===== src/rtl/link_exit_arb_pkg.sv =====
package link_exit_arb_pkg;

  localparam int NS_W     = 6;
  localparam int NS_STAY  = 0;
  localparam int NS_RECOV = 1;
  localparam int NS_TXL0S = 2;
  localparam int NS_RXL0S = 3;
  localparam int NS_L1    = 4;
  localparam int NS_L2    = 5;

  typedef enum logic [1:0] {
    LP_NONE = 2'd0,
    LP_L1   = 2'd1,
    LP_L2   = 2'd2
  } lpDir_e;

  // lane-level summaries handed from datapath to control
  typedef struct packed {
    logic anyTs;
    logic anyEieos;
    logic anyEios;
    logic anyStart;
    logic spdNeq;
  } laneEvt_t;

  // strobes handed from control to datapath
  typedef struct packed {
    logic [NS_W-1:0] nxt;
    logic            clrIdle;
    logic            clrEq;
    logic            setSpd;
    logic            clrSpd;
    logic            setHi;
    logic            clrHi;
    logic            setUp;
    logic            clrUp;
  } ctlStrobes_t;

endpackage


===== src/rtl/link_exit_arb_ctl.sv =====
module link_exit_arb_ctl
  import link_exit_arb_pkg::*;
(
  input  logic                inL0,
  input  logic                dsPort,
  input  logic                leftDetect,
  input  logic                partnerRateAdv,
  input  logic                localHiRate,
  input  logic                local8g,
  input  logic                partner8g,
  input  logic                dlActive,
  input  logic                altProtoBad,
  input  logic                hlSpeedReq,
  input  logic                retrainBit,
  input  logic                widthChgReq,
  input  logic                recovReq,
  input  logic                enc128,
  input  logic                widthShrinkExp,
  input  logic                rxL0sImpl,
  input  logic                txL0sImpl,
  input  logic                txL0sReq,
  input  logic [1:0]          lpDir,
  input  logic                eiosTxDone,
  input  laneEvt_t            evt,
  input  logic                hiRateSeen,
  input  logic                speedFlag,
  output ctlStrobes_t         stb
);

  lpDir_e lpMode;
  logic   both8, spdExit, goL1, goL2, goRecov, goRxL0s, goTxL0s, lpPending;

  always_comb begin
    lpMode    = lpDir_e'(lpDir);
    lpPending = (lpMode != LP_NONE);
    both8     = local8g && partner8g;
    spdExit   = inL0 && speedFlag &&
                ((localHiRate && hiRateSeen && dlActive) || both8 || altProtoBad);
    goL1      = inL0 && (lpMode == LP_L1) && evt.anyEios && eiosTxDone;
    goL2      = inL0 && (lpMode == LP_L2) && evt.anyEios && eiosTxDone;
    goRecov   = inL0 && (spdExit || widthChgReq || recovReq || retrainBit ||
                         evt.anyTs || (enc128 && evt.anyEieos) ||
                         (evt.anyEios && !rxL0sImpl && !lpPending && !widthShrinkExp));
    goRxL0s   = inL0 && evt.anyEios && rxL0sImpl && !lpPending;
    goTxL0s   = inL0 && txL0sReq && txL0sImpl;
  end

  always_comb begin
    stb = '0;
    if (goL2)         stb.nxt[NS_L2]    = 1'b1;
    else if (goL1)    stb.nxt[NS_L1]    = 1'b1;
    else if (goRecov) stb.nxt[NS_RECOV] = 1'b1;
    else if (goRxL0s) stb.nxt[NS_RXL0S] = 1'b1;
    else if (goTxL0s) stb.nxt[NS_TXL0S] = 1'b1;
    else if (inL0)    stb.nxt[NS_STAY]  = 1'b1;

    stb.clrIdle = inL0 && evt.anyStart;
    stb.clrEq   = spdExit && both8 && stb.nxt[NS_RECOV];
    stb.clrSpd  = leftDetect || (spdExit && stb.nxt[NS_RECOV]);
    stb.setSpd  = inL0 && hiRateSeen &&
                  (hlSpeedReq || (dsPort && retrainBit && evt.spdNeq));
    stb.clrHi   = leftDetect;
    stb.setHi   = partnerRateAdv;
    stb.setUp   = inL0;
    stb.clrUp   = leftDetect;
  end

endmodule


===== src/rtl/link_exit_arb_dp.sv =====
module link_exit_arb_dp
  import link_exit_arb_pkg::*;
#(
  parameter int LANES = 4,
  parameter int SPD_W = 3
) (
  input  logic                clk,
  input  logic                rstN,
  input  logic                inL0,
  input  logic [LANES-1:0]    laneCfg,
  input  logic [LANES-1:0]    ts1Rx,
  input  logic [LANES-1:0]    ts2Rx,
  input  logic [LANES-1:0]    eieosRx,
  input  logic [LANES-1:0]    eiosRx,
  input  logic [LANES-1:0]    startRx,
  input  logic [SPD_W-1:0]    targetSpeed,
  input  logic [SPD_W-1:0]    curSpeed,
  input  ctlStrobes_t         stb,
  output laneEvt_t            evt,
  output logic                hiRateSeen,
  output logic                speedFlag,
  output logic                linkUp,
  output logic [NS_W-1:0]     nextSt,
  output logic                clrIdleCnt,
  output logic                clrEqRecov
);

  logic [LANES-1:0] tsLane, eieLane, startLane;

  for (genvar g = 0; g < LANES; g++) begin : g_lane
    assign tsLane[g]    = laneCfg[g] & (ts1Rx[g] | ts2Rx[g]);
    assign eieLane[g]   = laneCfg[g] & eieosRx[g];
    assign startLane[g] = laneCfg[g] & startRx[g];
  end

  always_comb begin
    evt.anyTs    = |tsLane;
    evt.anyEieos = |eieLane;
    evt.anyEios  = |eiosRx;
    evt.anyStart = |startLane;
    evt.spdNeq   = (targetSpeed != curSpeed);
  end

  always_ff @(posedge clk) begin
    if (!rstN) begin
      hiRateSeen <= 1'b0;
      speedFlag  <= 1'b0;
      linkUp     <= 1'b0;
      nextSt     <= '0;
      clrIdleCnt <= 1'b0;
      clrEqRecov <= 1'b0;
    end else begin
      if (stb.clrHi)       hiRateSeen <= 1'b0;
      else if (stb.setHi)  hiRateSeen <= 1'b1;

      if (stb.clrSpd)      speedFlag <= 1'b0;
      else if (stb.setSpd) speedFlag <= 1'b1;

      if (stb.setUp)       linkUp <= 1'b1;
      else if (stb.clrUp)  linkUp <= 1'b0;

      nextSt     <= stb.nxt;
      clrIdleCnt <= stb.clrIdle;
      clrEqRecov <= stb.clrEq;
    end
  end


  spd_needs_rate_chk: assert property (@(posedge clk) disable iff (!rstN)
    speedFlag |-> hiRateSeen);


  next_onehot_chk: assert property (@(posedge clk) disable iff (!rstN)
    $onehot0(nextSt));


  idle_when_away_chk: assert property (@(posedge clk) disable iff (!rstN)
    !inL0 |=> (nextSt == '0));


  linkup_set_chk: assert property (@(posedge clk) disable iff (!rstN)
    inL0 |=> linkUp);

endmodule


===== src/rtl/link_exit_arb.sv =====
module link_exit_arb
  import link_exit_arb_pkg::*;
#(
  parameter int LANES = 4,
  parameter int SPD_W = 3
) (
  input  logic              clk,
  input  logic              rstN,
  input  logic              inL0,
  input  logic              dsPort,
  input  logic              leftDetect,
  input  logic              partnerRateAdv,
  input  logic              localHiRate,
  input  logic              local8g,
  input  logic              partner8g,
  input  logic              dlActive,
  input  logic              altProtoBad,
  input  logic              hlSpeedReq,
  input  logic              retrainBit,
  input  logic [SPD_W-1:0]  targetSpeed,
  input  logic [SPD_W-1:0]  curSpeed,
  input  logic              widthChgReq,
  input  logic              recovReq,
  input  logic [LANES-1:0]  laneCfg,
  input  logic [LANES-1:0]  ts1Rx,
  input  logic [LANES-1:0]  ts2Rx,
  input  logic [LANES-1:0]  eieosRx,
  input  logic [LANES-1:0]  eiosRx,
  input  logic [LANES-1:0]  startRx,
  input  logic              enc128,
  input  logic              widthShrinkExp,
  input  logic              rxL0sImpl,
  input  logic              txL0sImpl,
  input  logic              txL0sReq,
  input  logic [1:0]        lpDir,
  input  logic              eiosTxDone,
  output logic              linkUp,
  output logic [5:0]        nextSt,
  output logic              speedChgFlag,
  output logic              clrIdleCnt,
  output logic              clrEqRecov
);

  laneEvt_t    evt;
  ctlStrobes_t stb;
  logic        hiRateSeen;

  link_exit_arb_ctl u_ctl (
    .inL0(inL0), .dsPort(dsPort), .leftDetect(leftDetect),
    .partnerRateAdv(partnerRateAdv), .localHiRate(localHiRate),
    .local8g(local8g), .partner8g(partner8g), .dlActive(dlActive),
    .altProtoBad(altProtoBad), .hlSpeedReq(hlSpeedReq),
    .retrainBit(retrainBit), .widthChgReq(widthChgReq), .recovReq(recovReq),
    .enc128(enc128), .widthShrinkExp(widthShrinkExp),
    .rxL0sImpl(rxL0sImpl), .txL0sImpl(txL0sImpl), .txL0sReq(txL0sReq),
    .lpDir(lpDir), .eiosTxDone(eiosTxDone), .evt(evt),
    .hiRateSeen(hiRateSeen), .speedFlag(speedChgFlag), .stb(stb)
  );

  link_exit_arb_dp #(.LANES(LANES), .SPD_W(SPD_W)) u_dp (
    .clk(clk), .rstN(rstN), .inL0(inL0), .laneCfg(laneCfg),
    .ts1Rx(ts1Rx), .ts2Rx(ts2Rx), .eieosRx(eieosRx), .eiosRx(eiosRx),
    .startRx(startRx), .targetSpeed(targetSpeed), .curSpeed(curSpeed),
    .stb(stb), .evt(evt), .hiRateSeen(hiRateSeen), .speedFlag(speedChgFlag),
    .linkUp(linkUp), .nextSt(nextSt), .clrIdleCnt(clrIdleCnt),
    .clrEqRecov(clrEqRecov)
  );


  l1_complete_chk: assert property (@(posedge clk) disable iff (!rstN)
    (inL0 && lpDir == 2'd1 && (|eiosRx) && eiosTxDone) |=> nextSt[NS_L1]);


  l2_complete_chk: assert property (@(posedge clk) disable iff (!rstN)
    (inL0 && lpDir == 2'd2 && (|eiosRx) && eiosTxDone) |=> nextSt[NS_L2]);


  start_clear_chk: assert property (@(posedge clk) disable iff (!rstN)
    (inL0 && (|(startRx & laneCfg))) |=> clrIdleCnt);


  unconfigured_ts_chk: assert property (@(posedge clk) disable iff (!rstN)
    (inL0 && lpDir == 2'd0 && eiosRx == '0 && !txL0sReq && !widthChgReq &&
     !recovReq && !retrainBit && !speedChgFlag &&
     ((ts1Rx | ts2Rx | eieosRx) & laneCfg) == '0) |=> nextSt[NS_STAY]);

endmodule


===== config.mk =====
export PLATFORM = sky130hd
export DESIGN_NAME = link_exit_arb
export DESIGN_NICKNAME = d
export VERILOG_FILES = /design/src/rtl/link_exit_arb_pkg.sv /design/src/rtl/link_exit_arb_ctl.sv /design/src/rtl/link_exit_arb_dp.sv /design/src/rtl/link_exit_arb.sv
export SDC_FILE = /design/constraint.sdc
export NUM_CORES = 1
export LEC_CHECK = 0
export CAP_MARGIN = 30
export CORE_ASPECT_RATIO = 1.2
export CORE_MARGIN = 5
export CORE_UTILIZATION = 29
export DETAILED_ROUTE_END_ITERATION = 10
export PLACE_DENSITY = 0.84
export REMOVE_ABC_BUFFERS = 1
export SETUP_SLACK_MARGIN = 0.2
export SLEW_MARGIN = 30
export SYNTH_ARGS = -nofsm -noshare
export SYNTH_HDL_FRONTEND = slang
export SYNTH_SLANG_ARGS = --single-unit

===== constraint.sdc =====
create_clock -name clk -period 2.4 [get_ports clk]
set_input_delay 0.24 -clock clk [delete_from_list [all_inputs] [get_ports clk]]
set_output_delay 0.24 -clock clk [all_outputs]
set_load 0.005 [all_outputs]

Word level (Yosys, flattened, before mapping)
Index checks and enable logic that the tools add are counted.
{ "word_totals": {"reg_bits": 11, "latch_bits": 0, "ramBits": 0, "romBits": 0, "word_cells": 97, "mem_count": 0} }
{ "op_classes": {"add_sub_neg": 0, "multipliers": 0, "div_mod_pow": 0, "order_cmp": 0, "eq_ne": 3, "n_shift": 0, "muxes": 13, "n_bitwise": 17, "reduce_logical": 54} }
{ "ops": {"columns": ["op", "n"], "rows": [
  ["$logic_and 1x1->1", 29],
  ["$reduce_or 4->1", 5],
  ["$and 1x1->1", 12],
  ["$mux 1", 11],
  ["$logic_or 1x1->1", 10],
  ["$reduce_or 2->1", 3],
  ["$reduce_or 6->1", 1],
  ["$reduce_or 5->1", 1],
  ["$mux 2", 2],
  ["$or 1x1->1", 4],
  ["$reduce_bool 2->1", 2],
  ["$logic_not 1->1", 3],
  ["$ne 3x3->1", 1],
  ["$eq 2x1->1 const B", 1],
  ["$eq 2x2->1 const B", 1],
  ["$not 1->1", 1]
]} }

Logic depth before layout (Yosys ltp)
Gate-level depths: netlist (run 1).
{ "depth": {"depth_word": 18, "ltp_mapped": 4, "mapped_depth_nobuf": 4} }

Hierarchy
A second synthesis (run 1) with hierarchy kept.
{ "hier_totals": {"cells_unflattened": 81, "hier_area_um2": 678.2} }
{ "modules_own_cells": {"columns": ["module", "n_inst", "cells_each", "area_per_inst_um2", "seq_area_each_um2"], "rows": [
  ["link_exit_arb_dp", 1, 42, 412.9, 220.2],
  ["link_exit_arb_ctl", 1, 39, 265.3, 0.0]
]} }

Worst setup path after synthesis (run 1)
OpenSTA, ideal clock, no wires.
{ "synth_timing": {"path_type": "input to register", "startpoint": "input port eiosRx[1]", "endpoint": "register u_dp.nextSt[2]", "setup_ns": 0.092, "arrival_time_ns": 1.381, "required_ns": 2.308, "setup_slack_ns": 0.927, "path_stages": 4, "path_buffers": 0, "path_cell_list": "nor4_4 > o211ai_1 > or4_4 > nor4_1"} }
{ "synth_via": {"elab_chain_cells": 7, "word_cells_on_any_way": 14, "cone_classes": "reduce/logical: 14"} }
{ "synth_lines": {"columns": ["item", "line", "rtl"], "rows": [
  ["from (decl)", "link_exit_arb.sv:28", "input logic [LANES-1:0] eiosRx,"],
  ["$reduce_or 4->1 (*)", "link_exit_arb_dp.sv:39", "evt.anyEios = |eiosRx;"],
  ["$logic_and 1x1->1 (3 in series)", "link_exit_arb_ctl.sv:43", "(evt.anyEios && !rxL0sImpl && !lpPending && !widthShrinkExp));"],
  ["$logic_or 1x1->1", "link_exit_arb_ctl.sv:42", "evt.anyTs || (enc128 && evt.anyEieos) ||"],
  ["$logic_and 1x1->1", "link_exit_arb_ctl.sv:41", "goRecov = inL0 && (spdExit || widthChgReq || recovReq || retrainBit ||"],
  ["$reduce_or 5->1 (no line) (*)", null, null],
  ["to (signal assigned)", "link_exit_arb_dp.sv:62", "nextSt <= stb.nxt;"],
  ["to (decl)", "link_exit_arb_dp.sv:23", "output logic [NS_W-1:0] nextSt,"]
]} }
Mark *: on every way between the ends. The rest lies on a longest branch, timed or not.
A chain may end at the register's enable or synchronous reset.

Worst setup path in the final report (run 1)
Same ends and word-level chain as after synthesis.

==> results of run 1 <==
-- cells by family after synthesis --
family           Yosys count
flip-flops                11
AO/OA/AOI/OAI             18
XOR/XNOR                   4
AND/OR/NAND/NOR           31
-- per-stage QoR --
step / instances / setup WS, ps
floorplan: 64 / 927
global placement: 145 / 393
detailed placement: 145 / 329
CTS: 149 / 611
global route: 149 / 537
finish: 149 / 626
-- power by group through the flow --
stage                     Clock (W)  Combinational [W]  Sequential, W
after floorplan                   0          0.0000289       0.000194
after global placement            0           0.000133       0.000193
after detailed placement          0           0.000136       0.000193
after CTS                  0.000123           0.000137       0.000189
after global routing       0.000130           0.000146       0.000190
final                      0.000119           0.000135       0.000189
-- cell type report --
class / instances / area share, %
Timing Repair Buffer: 62 / 50.4
Multi-Input combinational cell: 53 / 27.6
Sequential cell: 11 / 17.9
Clock buffer: 4 / 2.13
Tap cell: 19 / 1.93
-- cell usage in the layout (no fill, tap or decap), types with 2 or more instances in the layout --
cell             instances
clkdlybuf4s50_1         62
dfxtp_1                 11
nand2_1                  7
a22oi_1                  4
a21oi_1                  4
xor2_1                   4
nand3_1                  4
nor2_1                   4
o21ai_0                  4
nor3b_1                  3
clkbuf_4                 3
nand2b_1                 2
or4_1                    2
nor3_1                   2
nor4_1                   2
-- flip-flops by register name, indices dropped and copies added, names as in the netlist --
name and cells:
u_dp.speedFlag 1, u_dp.clrEqRecov 1, u_dp.linkUp 1, u_dp.hiRateSeen 1
u_dp.clrIdleCnt 1, u_dp.nextSt 6
-- worst min-delay path by stage --
stage | from | end | slack, ps | depth (start not counted)
2_1_floorplan | lpDir[1] | u_dp.nextSt[4]$_SDFF_PP0_ | 320 | 1
3_3_place_gp | u_dp.hiRateSeen$_SDFFE_PP0P_ | u_dp.hiRateSeen$_SDFFE_PP0P_ | 480 | 2
3_5_place_dp | u_dp.hiRateSeen$_SDFFE_PP0P_ | u_dp.hiRateSeen$_SDFFE_PP0P_ | 500 | 2
4_1_cts | u_dp.hiRateSeen$_SDFFE_PP0P_ | u_dp.hiRateSeen$_SDFFE_PP0P_ | 510 | 2
5_1_grt | u_dp.hiRateSeen$_SDFFE_PP0P_ | u_dp.hiRateSeen$_SDFFE_PP0P_ | 540 | 2
6_report | u_dp.speedFlag$_SDFFE_PP0P_ | u_dp.clrEqRecov$_SDFF_PN0_ | 500 | 2
-- worst min-delay path: stages, from the launching register on --
cell and delay [ps]:
dfxtp_1 320, nand2_1 90, nor4_1 50
-- metal layers --
layer | up-vias | part of all wire [%]
li1 | 374 | -
met1 | 346 | 30
met2 | 29 | 60
met3 | 0 | 10
met4 | 0 | 0
met5 | - | 0
==> impl_metrics.prom, run 1 <==
# TYPE chip_impl_metric gauge
chip_impl_info{name="status",value="finished, final reports clean"} 1
chip_impl_metric{name="seqCellArea",unit="um2"} 220
chip_impl_metric{name="first_global_vias",unit=""} 743
chip_impl_metric{name="worstMarginPinSlew",unit="ps"} 245
chip_impl_metric{name="n_antenna_cell",unit=""} 0
chip_impl_metric{name="fin_util",unit="%"} 66.5
chip_impl_metric{name="cts_max_level",unit=""} 1
chip_impl_metric{name="power.share.clock",unit="%"} 26.8
chip_impl_metric{name="slowest_stage_delay_cp",unit="ps"} 540
chip_impl_metric{name="drt-wirelength-per-cell",unit="um"} 13.4
chip_impl_info{name="worstReg2RegEnd",value="u_dp.nextSt[2]$_SDFF_PP0_"} 1
chip_impl_metric{name="finalHoldWorstSlack",unit="ps"} 498
chip_impl_metric{name="area_growth",unit="%"} 120
chip_impl_metric{name="max_clock_freq",unit="MHz"} 564
chip_impl_metric{name="starting_utilization_of_the_core_area",unit="%"} 30.3
chip_impl_metric{name="synth-async-reset-ratio",unit="%"} 0
chip_impl_metric{name="synth-compound-area-share",unit="%"} 20.8
chip_impl_metric{name="cts_resized",unit=""} 0
chip_impl_metric{name="die_w",unit="um"} 50.1
chip_impl_metric{name="area_share_of_fa_ha_maj_cells_after_synthesis",unit="%"} 0
chip_impl_metric{name="netSwitchingFraction",unit="%"} 21.4
chip_impl_metric{name="clockBufferDepth",unit=""} 2
chip_impl_metric{name="finalMaxSlewViolations",unit=""} 0
chip_impl_metric{name="grt.met3_usage",unit="%"} 6.17
chip_impl_info{name="synth_top_area_cell",value="dfxtp_1"} 1
chip_impl_metric{name="worst_setup_hold_path_clk_slew",unit="ps"} 60
chip_impl_metric{name="drt_pre_antenna_iters",unit=""} 4
chip_impl_metric{name="synth_top_area_share",unit="%"} 39.3
chip_impl_info{name="post_synth_main_area_contributors",value="dfxtp_1, xor2_1, a22oi_1"} 1
chip_impl_metric{name="globalRouteTotalUtil",unit="%"} 14.2
chip_impl_metric{name="power_frac_seq",unit="%"} 42.7
chip_impl_info{name="path_cells",value="clkdlybuf4s50_1 > nor4_4 > o211ai_1 > or4_4 > nor4_1"} 1
chip_impl_metric{name="power_report.internal_total",unit="W"} 0.000349
chip_impl_info{name="crit_path_top_delay_cell",value="or4_4"} 1
chip_impl_metric{name="fill_cells",unit=""} 179
chip_impl_metric{name="synth.mux.area_fraction",unit="%"} 0
chip_impl_metric{name="max_slew_margin",unit="%"} 83.5
chip_impl_metric{name="die_area",unit="mm2"} 0.00292
chip_impl_metric{name="synth_xor_area_share",unit="%"} 6.25
chip_impl_metric{name="ant_nets",unit=""} 0
chip_impl_metric{name="post_cts_hold_buffer_count",unit=""} 0
chip_impl_metric{name="routed_wl",unit="um"} 2000
chip_impl_metric{name="setup-tns-final",unit="ps"} 0
chip_impl_metric{name="syn-cell-area",unit="um2"} 561
chip_impl_metric{name="placed_cell_area",unit="mm2"} 0.00120
chip_impl_metric{name="place.port_buffers",unit=""} 62
chip_impl_metric{name="timing.critical_path.arrival",unit="ps"} 1940
chip_impl_metric{name="setup_buffers_after_cts",unit=""} 0
chip_impl_metric{name="syn_area_per_cell",unit="um2"} 8.76
chip_impl_metric{name="setup_viol_count_final",unit=""} 0
chip_impl_metric{name="post-layout-total-power",unit="W"} 0.000443
chip_impl_info{name="setup.worst_path.class",value="input port to flip-flop"} 1
chip_impl_metric{name="synth_enable_flop_cells",unit=""} 0
chip_impl_metric{name="p_switching",unit="W"} 0.0000947
chip_impl_info{name="post_synth_most_frequent_cells",value="dfxtp_1, nand2_1"} 1
chip_impl_metric{name="die_y",unit="um"} 58.2
chip_impl_metric{name="route.vias.total",unit=""} 749
chip_impl_metric{name="yosys_warnings",unit=""} 0
chip_impl_metric{name="period_share",unit="%"} 73.9
chip_impl_info{name="cts_tree",value="yes"} 1
chip_impl_metric{name="setup.reg_to_reg.worst_slack",unit="ps"} 990
chip_impl_metric{name="multiInputGateArea",unit="um2"} 340
chip_impl_info{name="critical-path-top-delay-family",value="simple AND/OR/NAND/NOR gates"} 1
chip_impl_info{name="min_path_type",value="flip-flop to flip-flop"} 1
chip_impl_metric{name="power_leakage",unit="nW"} 0.442
chip_impl_metric{name="grt_overflow_total",unit=""} 0
chip_impl_metric{name="design.core.area",unit="mm2"} 0.00185
chip_impl_metric{name="half_perimeter_wire_length_after_placement",unit="um"} 1820
chip_impl_metric{name="synth_simple_gate_area_share",unit="%"} 33.7
chip_impl_metric{name="drt-vias-per-instance",unit=""} 5.03
chip_impl_info{name="primary_ff_master_synth",value="dfxtp_1"} 1
chip_impl_metric{name="grt.met2_usage",unit="%"} 28.7
chip_impl_metric{name="maxCapViolations",unit=""} 0
chip_impl_info{name="critical_path.startpoint",value="eiosRx[1]"} 1
chip_impl_metric{name="number_of_antenna_violations_at_the_first_check_in_global_routing",unit=""} 0
chip_impl_metric{name="worst_ir_drop_vdd",unit="uV"} 374
chip_impl_metric{name="syn_inst",unit=""} 64
chip_impl_metric{name="cp_num_buf_inv",unit=""} 1
chip_impl_metric{name="fraction_of_the_yosys_area_taken_by_sequential_cells",unit="%"} 39.3
chip_impl_info{name="cp-start-kind",value="input port"} 1
chip_impl_metric{name="grt_pass1_wl",unit="um"} 3190
chip_impl_info{name="unrepaired_setup_endpoints_after_global_routing",value="false"} 1
chip_impl_metric{name="ratio_of_cells_with_drive_above_1_in_the_final_layout",unit="%"} 3.85
chip_impl_metric{name="path_depth",unit=""} 5
chip_impl_info{name="yosys.cell_count.top_type",value="dfxtp_1"} 1
chip_impl_metric{name="comb_power_share",unit="%"} 30.5
chip_impl_metric{name="clock_latency",unit="ps"} 260
chip_impl_info{name="cts.root.buffer_cell",value="clkbuf_4"} 1
chip_impl_metric{name="rr_worst_depth",unit=""} 4
chip_impl_metric{name="replace_congestion",unit=""} 0.671
chip_impl_metric{name="groute.layer.met1.usage",unit="%"} 12.6
chip_impl_metric{name="placementRows",unit=""} 17
chip_impl_metric{name="worst_ep_required_time",unit="ps"} 2570
chip_impl_metric{name="grt_start_max_net_pins",unit=""} 7
chip_impl_metric{name="final_hold_viol_count",unit=""} 0
chip_impl_info{name="synth_top_family_by_area",value="simple AND/OR/NAND/NOR gates"} 1
chip_impl_info{name="worst_setup_path_endpoint",value="u_dp.nextSt[2]$_SDFF_PP0_"} 1
chip_impl_metric{name="cts_buffers",unit=""} 3
chip_impl_metric{name="timing.critical_path.fanout_max",unit=""} 4
chip_impl_info{name="gr-max-usage-layer",value="met2"} 1
chip_impl_metric{name="period_minus_slack",unit="ps"} 1770
chip_impl_metric{name="power_density_relative_to_cell_area",unit="mW/mm2"} 360
chip_impl_info{name="end_kind",value="flip-flop"} 1
chip_impl_metric{name="clock_sinks",unit=""} 11
chip_impl_info{name="timing.rr.start",value="u_dp.hiRateSeen$_SDFFE_PP0P_"} 1
chip_impl_metric{name="detail_route.drc_violations",unit=""} 0
chip_impl_metric{name="setup_clock_skew_after_layout",unit="ps"} 3.47
chip_impl_metric{name="nets",unit=""} 184
chip_impl_metric{name="stdcell_area",unit="mm2"} 0.00123
chip_impl_metric{name="drt-initial-drc-count",unit=""} 10
chip_impl_metric{name="ys_types",unit=""} 24
chip_impl_metric{name="ioPinCount",unit=""} 63
chip_impl_metric{name="ys_ff_latch",unit=""} 11
No activity file was read; power rests on OpenSTA's default activity.
==> run 2, diff against run 1 <==
Settings changed: CORE_UTILIZATION 29 to 24, PLACE_DENSITY 0.84 to 0.75.
Clock period 2.4 ns to 1.42 ns, I/O delays scaled along.
==> run 2 against run 1 <==
Combinational power grew 69%. Sequential share of layout area fell by 1.5 points. Register-to-register slack got worse by 900 ps. Power increased by 71%. Clock skew fell by 1.3 ps. Design area is 11% higher. Non-clock buffer count increased by 11. Largest power group unchanged. Utilization decreased by 6.3 points. Final cell count grew 15%. Via count up 6.7%. First-iteration DRC count decreased by 40%.
==> impl_metrics.prom, run 2 (same netlist as run 1, synthesis figures left out) <==
# TYPE chip_impl_metric gauge
chip_impl_metric{name="grt_start_max_net_pins",unit=""} 7
chip_impl_info{name="cts_tree",value="yes"} 1
chip_impl_info{name="status",value="finished, final reports clean"} 1
chip_impl_metric{name="starting_utilization_of_the_core_area",unit="%"} 24.8
chip_impl_metric{name="power_density_relative_to_cell_area",unit="mW/mm2"} 557
chip_impl_metric{name="clockBufferDepth",unit=""} 2
chip_impl_metric{name="place.port_buffers",unit=""} 62
chip_impl_metric{name="ratio_of_cells_with_drive_above_1_in_the_final_layout",unit="%"} 22.0
chip_impl_metric{name="maxCapViolations",unit=""} 0
chip_impl_metric{name="drt-wirelength-per-cell",unit="um"} 14.7
chip_impl_metric{name="worst_ep_required_time",unit="ps"} 1600
chip_impl_metric{name="grt_pass1_wl",unit="um"} 3870
chip_impl_metric{name="multiInputGateArea",unit="um2"} 398
chip_impl_metric{name="replace_congestion",unit=""} 0.694
chip_impl_metric{name="setup_viol_count_final",unit=""} 0
chip_impl_metric{name="drt-initial-drc-count",unit=""} 6
chip_impl_metric{name="timing.critical_path.arrival",unit="ps"} 1510
chip_impl_metric{name="seqCellArea",unit="um2"} 223
chip_impl_metric{name="worst_ir_drop_vdd",unit="uV"} 462
chip_impl_metric{name="period_share",unit="%"} 93.8
chip_impl_metric{name="fill_cells",unit=""} 210
chip_impl_info{name="end_kind",value="flip-flop"} 1
chip_impl_metric{name="worst_setup_hold_path_clk_slew",unit="ps"} 70
chip_impl_metric{name="post-layout-total-power",unit="W"} 0.000759
chip_impl_metric{name="clock_latency",unit="ps"} 270
chip_impl_info{name="cp-start-kind",value="flip-flop"} 1
chip_impl_metric{name="max_clock_freq",unit="MHz"} 751
chip_impl_metric{name="finalMaxSlewViolations",unit=""} 0
chip_impl_metric{name="nets",unit=""} 195
chip_impl_metric{name="cts_buffers",unit=""} 3
chip_impl_metric{name="die_area",unit="mm2"} 0.00341
chip_impl_metric{name="die_y",unit="um"} 62.9
chip_impl_metric{name="detail_route.drc_violations",unit=""} 0
chip_impl_metric{name="post-route-worst-setup-slack",unit="ps"} 88.7
chip_impl_metric{name="design.core.area",unit="mm2"} 0.00226
chip_impl_metric{name="largest_register_ff_count",unit=""} 6
chip_impl_metric{name="drt_pre_antenna_iters",unit=""} 4
chip_impl_metric{name="ant_nets",unit=""} 0
chip_impl_info{name="unrepaired_setup_endpoints_after_global_routing",value="true"} 1
chip_impl_metric{name="clock_sinks",unit=""} 11
chip_impl_metric{name="globalRouteTotalUtil",unit="%"} 15.6
chip_impl_metric{name="power_leakage",unit="nW"} 0.668
chip_impl_metric{name="grt_overflow_total",unit=""} 0
chip_impl_info{name="layout.cells.most_common",value="dlygate4sd2_1"} 1
chip_impl_metric{name="post_cts_hold_buffer_count",unit=""} 0
chip_impl_metric{name="n_antenna_cell",unit=""} 0
chip_impl_info{name="final_cell_mix",value="dlygate4sd2_1, clkdlybuf4s50_1, buf_4"} 1
chip_impl_metric{name="detailedPlace.worstSlack",unit="ps"} -523
chip_impl_metric{name="first_global_vias",unit=""} 888
chip_impl_metric{name="final_hold_viol_count",unit=""} 0
chip_impl_metric{name="worstMarginPinSlew",unit="ps"} 304
chip_impl_info{name="registers.top_by_ff_count",value="u_dp.nextSt"} 1
chip_impl_metric{name="setup_clock_skew_after_layout",unit="ps"} 2.17
chip_impl_metric{name="ioPinCount",unit=""} 63
chip_impl_metric{name="period_minus_slack",unit="ps"} 1330
chip_impl_info{name="min_path_type",value="input port to flip-flop"} 1
chip_impl_metric{name="number_of_antenna_violations_at_the_first_check_in_global_routing",unit=""} 0
chip_impl_metric{name="route.vias.total",unit=""} 799
chip_impl_metric{name="area_growth",unit="%"} 143
chip_impl_info{name="setup.worst_path.class",value="flip-flop to flip-flop"} 1
chip_impl_metric{name="max_slew_margin",unit="%"} 79.8
chip_impl_metric{name="placementRows",unit=""} 19
chip_impl_metric{name="timing.critical_path.fanout_max",unit=""} 4
chip_impl_metric{name="cts_max_level",unit=""} 1
chip_impl_metric{name="drt-vias-per-instance",unit=""} 4.65
chip_impl_metric{name="die_w",unit="um"} 54.1
chip_impl_metric{name="routed_wl",unit="um"} 2530
chip_impl_metric{name="half_perimeter_wire_length_after_placement",unit="um"} 2070
chip_impl_info{name="cts.root.buffer_cell",value="clkbuf_4"} 1
## run 2: power breakdown
part / internal (W) / total, W / switching (W) / leakage, nW
combinational: 0.000146 / 0.000228 / 0.0000824 / 0.562
clock: 0.000109 / 0.000211 / 0.000102 / 0.0150
sequential: 0.000317 / 0.000319 / 0.00000265 / 0.0905
total: 0.000571 / 0.000759 / 0.000187 / 0.668
## run 2: cell type report
class                   instances  area share (%)
flip-flops and latches         11            16.4
multi-input cells              53            29.2
clock buffers                   4            1.93
well taps                      31            2.85
repair buffers                 73            49.6
## run 2: layer usage
layer	global-route usage (%)	vias to the layer above	routed length [um]
met3	5.73	4	164
li1	-	398	-
met1	13.4	371	739
met4	3.74	0	32
met2	31.2	26	1590
met5	0	-	0
## run 2: what timing repair did
action / in CTS / in global routing
setup endpoints to repair: 10 / 9
setup buffers: 3 / 1
endpoints found under the hold margin: 0 / 0
gates cloned: 0 / 0
gates resized for setup: 58 / 7
pin swaps: 19 / 0
## run 2: worst max-delay path, cell delays in order (launching register included)
cell     delay [ps]
dfxtp_2         330
nand2_2          70
a21oi_2          40
or4_4           570
nor4_2          220
## run 2: worst paths after layout
path	start	endpoint	slack [ps]	cells after the start
worst max-delay path	u_dp.speedFlag$_SDFFE_PP0P_	u_dp.nextSt[2]$_SDFF_PP0_	90	4
worst min-delay path	partner8g	u_dp.clrEqRecov$_SDFF_PN0_	280	3
worst max register to register	u_dp.speedFlag$_SDFFE_PP0P_	u_dp.nextSt[2]$_SDFF_PP0_	90	4
worst min register to register	u_dp.speedFlag$_SDFFE_PP0P_	u_dp.clrEqRecov$_SDFF_PN0_	580	3
## run 2: metrics by stage
| step | setup TNS, ps | area, um2 | hold WS, ps | std cells | utilization (%) |
|---|---|---|---|---|---|
| 3_5_place_dp | -2210 | 1270 | 504 | 164 | 56.3 |
| 5_1_grt | 0 | 1360 | 290 | 172 | 60.3 |
| 3_3_place_gp | -1970 | 1270 | 478 | 164 | 56.3 |
| 2_1_floorplan | 0 | 561 | 218 | 64 | - |
| 4_1_cts | 0 | 1330 | 273 | 171 | 59.0 |
| 6_report | 0 | 1360 | 278 | 172 | 60.3 |
==> run 3, diff against run 2 <==
Settings changed: RECOVER_POWER from default to 25.
==> run 3 against run 2 <==
Setup slack about the same. Die area unchanged. Clock power about the same. Worst hold slack worse by 1.5 ps. Final cell count unchanged. Critical path depth unchanged. Via count unchanged. Register-to-register slack about the same. Non-clock buffer count unchanged. Global-route usage unchanged. Fmax about the same. Sequential cell count unchanged.
==> impl_metrics.prom, run 3 (same netlist as run 1, synthesis figures left out) <==
# TYPE chip_impl_metric gauge
chip_impl_metric{name="worst_ir_drop_vdd",unit="uV"} 455
chip_impl_metric{name="setup.reg_to_reg.worst_slack",unit="ps"} 90
chip_impl_metric{name="grt.met3_usage",unit="%"} 5.73
chip_impl_info{name="setup.worst_path.class",value="flip-flop to flip-flop"} 1
chip_impl_metric{name="area_growth",unit="%"} 141
chip_impl_metric{name="power_leakage",unit="nW"} 0.629
chip_impl_info{name="cp-start-kind",value="flip-flop"} 1
chip_impl_metric{name="drt-vias-per-instance",unit=""} 4.65
chip_impl_metric{name="grt_pass1_wl",unit="um"} 3870
chip_impl_info{name="unrepaired_setup_endpoints_after_global_routing",value="true"} 1
chip_impl_metric{name="worst_ep_required_time",unit="ps"} 1600
chip_impl_metric{name="clockBufferDepth",unit=""} 2
chip_impl_metric{name="ant_nets",unit=""} 0
chip_impl_metric{name="half_perimeter_wire_length_after_placement",unit="um"} 2070
chip_impl_metric{name="final_hold_viol_count",unit=""} 0
chip_impl_metric{name="n_antenna_cell",unit=""} 0
chip_impl_metric{name="worst_setup_hold_path_clk_slew",unit="ps"} 70
chip_impl_metric{name="timing.critical_path.arrival",unit="ps"} 1510
chip_impl_metric{name="max_slew_margin",unit="%"} 79.8
chip_impl_info{name="registers.top_by_ff_count",value="u_dp.nextSt"} 1
chip_impl_metric{name="worstMarginPinSlew",unit="ps"} 304
chip_impl_metric{name="maxCapViolations",unit=""} 0
chip_impl_metric{name="power_density_relative_to_cell_area",unit="mW/mm2"} 560
chip_impl_metric{name="grt.met2_usage",unit="%"} 31.2
chip_impl_metric{name="route.vias.total",unit=""} 799
chip_impl_info{name="min_path_type",value="input port to flip-flop"} 1
chip_impl_metric{name="number_of_antenna_violations_at_the_first_check_in_global_routing",unit=""} 0
chip_impl_metric{name="detail_route.drc_violations",unit=""} 0
chip_impl_metric{name="cts_buffers",unit=""} 3
chip_impl_info{name="status",value="finished, final reports clean"} 1
chip_impl_metric{name="period_minus_slack",unit="ps"} 1330
chip_impl_metric{name="starting_utilization_of_the_core_area",unit="%"} 24.8
chip_impl_metric{name="design.core.area",unit="mm2"} 0.00226
chip_impl_metric{name="ratio_of_cells_with_drive_above_1_in_the_final_layout",unit="%"} 21.3
chip_impl_metric{name="cts_max_level",unit=""} 1
chip_impl_metric{name="place.port_buffers",unit=""} 62
chip_impl_metric{name="clock_sinks",unit=""} 11
chip_impl_metric{name="timing.critical_path.fanout_max",unit=""} 4
chip_impl_metric{name="placed_cell_area",unit="mm2"} 0.00127
chip_impl_metric{name="largest_register_ff_count",unit=""} 6
chip_impl_metric{name="finalHoldWorstSlack",unit="ps"} 277
chip_impl_metric{name="replace_congestion",unit=""} 0.694
chip_impl_metric{name="routed_wl",unit="um"} 2520
chip_impl_info{name="layout.cells.most_common",value="dlygate4sd2_1"} 1
chip_impl_metric{name="drt-wirelength-per-cell",unit="um"} 14.7
chip_impl_metric{name="finalMaxSlewViolations",unit=""} 0
chip_impl_info{name="final_cell_mix",value="dlygate4sd2_1, clkdlybuf4s50_1, buf_4"} 1
chip_impl_metric{name="clock_latency",unit="ps"} 270
chip_impl_metric{name="detailedPlace.worstSlack",unit="ps"} -523
chip_impl_metric{name="post-layout-total-power",unit="W"} 0.000757
chip_impl_metric{name="max_clock_freq",unit="MHz"} 751
chip_impl_metric{name="groute.layer.met1.usage",unit="%"} 13.4
chip_impl_metric{name="die_w",unit="um"} 54.1
chip_impl_info{name="gr-max-usage-layer",value="met2"} 1
chip_impl_metric{name="grt_overflow_total",unit=""} 0
chip_impl_metric{name="grt_start_max_net_pins",unit=""} 7
chip_impl_metric{name="fin_util",unit="%"} 59.9
chip_impl_metric{name="setup_viol_count_final",unit=""} 0
chip_impl_metric{name="first_global_vias",unit=""} 888
chip_impl_metric{name="die_y",unit="um"} 62.9
chip_impl_metric{name="period_share",unit="%"} 93.8
chip_impl_info{name="cts.root.buffer_cell",value="clkbuf_4"} 1
chip_impl_info{name="end_kind",value="flip-flop"} 1
chip_impl_metric{name="globalRouteTotalUtil",unit="%"} 15.6
chip_impl_metric{name="drt_pre_antenna_iters",unit=""} 4
chip_impl_metric{name="post-route-worst-setup-slack",unit="ps"} 88.6
chip_impl_metric{name="die_area",unit="mm2"} 0.00341
chip_impl_metric{name="nets",unit=""} 195
chip_impl_metric{name="placementRows",unit=""} 19
chip_impl_metric{name="setup_clock_skew_after_layout",unit="ps"} 2.23
chip_impl_metric{name="ioPinCount",unit=""} 63
chip_impl_info{name="cts_tree",value="yes"} 1
chip_impl_metric{name="drt-initial-drc-count",unit=""} 5
chip_impl_metric{name="stdcell_area",unit="mm2"} 0.00135
==> run 3: final timing paths <==
| kind | startpoint | endpoint | cells after the start |
|---|---|---|---|
| max | u_dp.speedFlag$_SDFFE_PP0P_ | u_dp.nextSt[2]$_SDFF_PP0_ | 4 |
| min reg2reg | u_dp.speedFlag$_SDFFE_PP0P_ | u_dp.clrEqRecov$_SDFF_PN0_ | 3 |
| min | partner8g | u_dp.clrEqRecov$_SDFF_PN0_ | 3 |
| max reg2reg | u_dp.speedFlag$_SDFFE_PP0P_ | u_dp.nextSt[2]$_SDFF_PP0_ | 4 |
==> run 3: power by group <==
group          internal (W)  total, W  switching, W
clock network      0.000109  0.000211      0.000102
registers          0.000317  0.000319    0.00000273
logic              0.000144  0.000226     0.0000823
total              0.000570  0.000757      0.000187
==> run 3: worst max-delay path, cell delays in order, from the launching register on <==
cell and delay, ps:
dfxtp_2 330, nand2_2 70, a21oi_2 40, or4_4 570, nor4_2 220
==> run 3: area by class of cell <==
| cell class | instances | area [um2] |
|---|---|---|
| Multi-Input combinational cell | 53 | 398 |
| Fill cell | 212 | 906 |
| Sequential cell | 11 | 223 |
| Timing Repair Buffer | 73 | 667 |
| Clock buffer | 4 | 26.3 |
| Tap cell | 31 | 38.8 |
==> run 3: layer usage <==
layer / vias up / wire [um]
met1: 371 / 741
met4: 0 / 32
met5: - / 0
met2: 26 / 1590
li1: 398 / -
met3: 4 / 160
==> run 3: what timing repair did <==
item / in CTS / in global routing
pin swaps: 19 / 0
buffers inserted: 3 / 1
resized for setup: 58 / 7
gates cloned: 0 / 0
hold buffers: 0 / 0
setup endpoints to repair: 10 / 9
==> run 3: stage by stage <==
step           setup TNS, ps  std cells
2_1_floorplan              0         64
3_3_place_gp           -1970        164
3_5_place_dp           -2210        164
4_1_cts                    0        171
5_1_grt                    0        172
6_report                   0        172
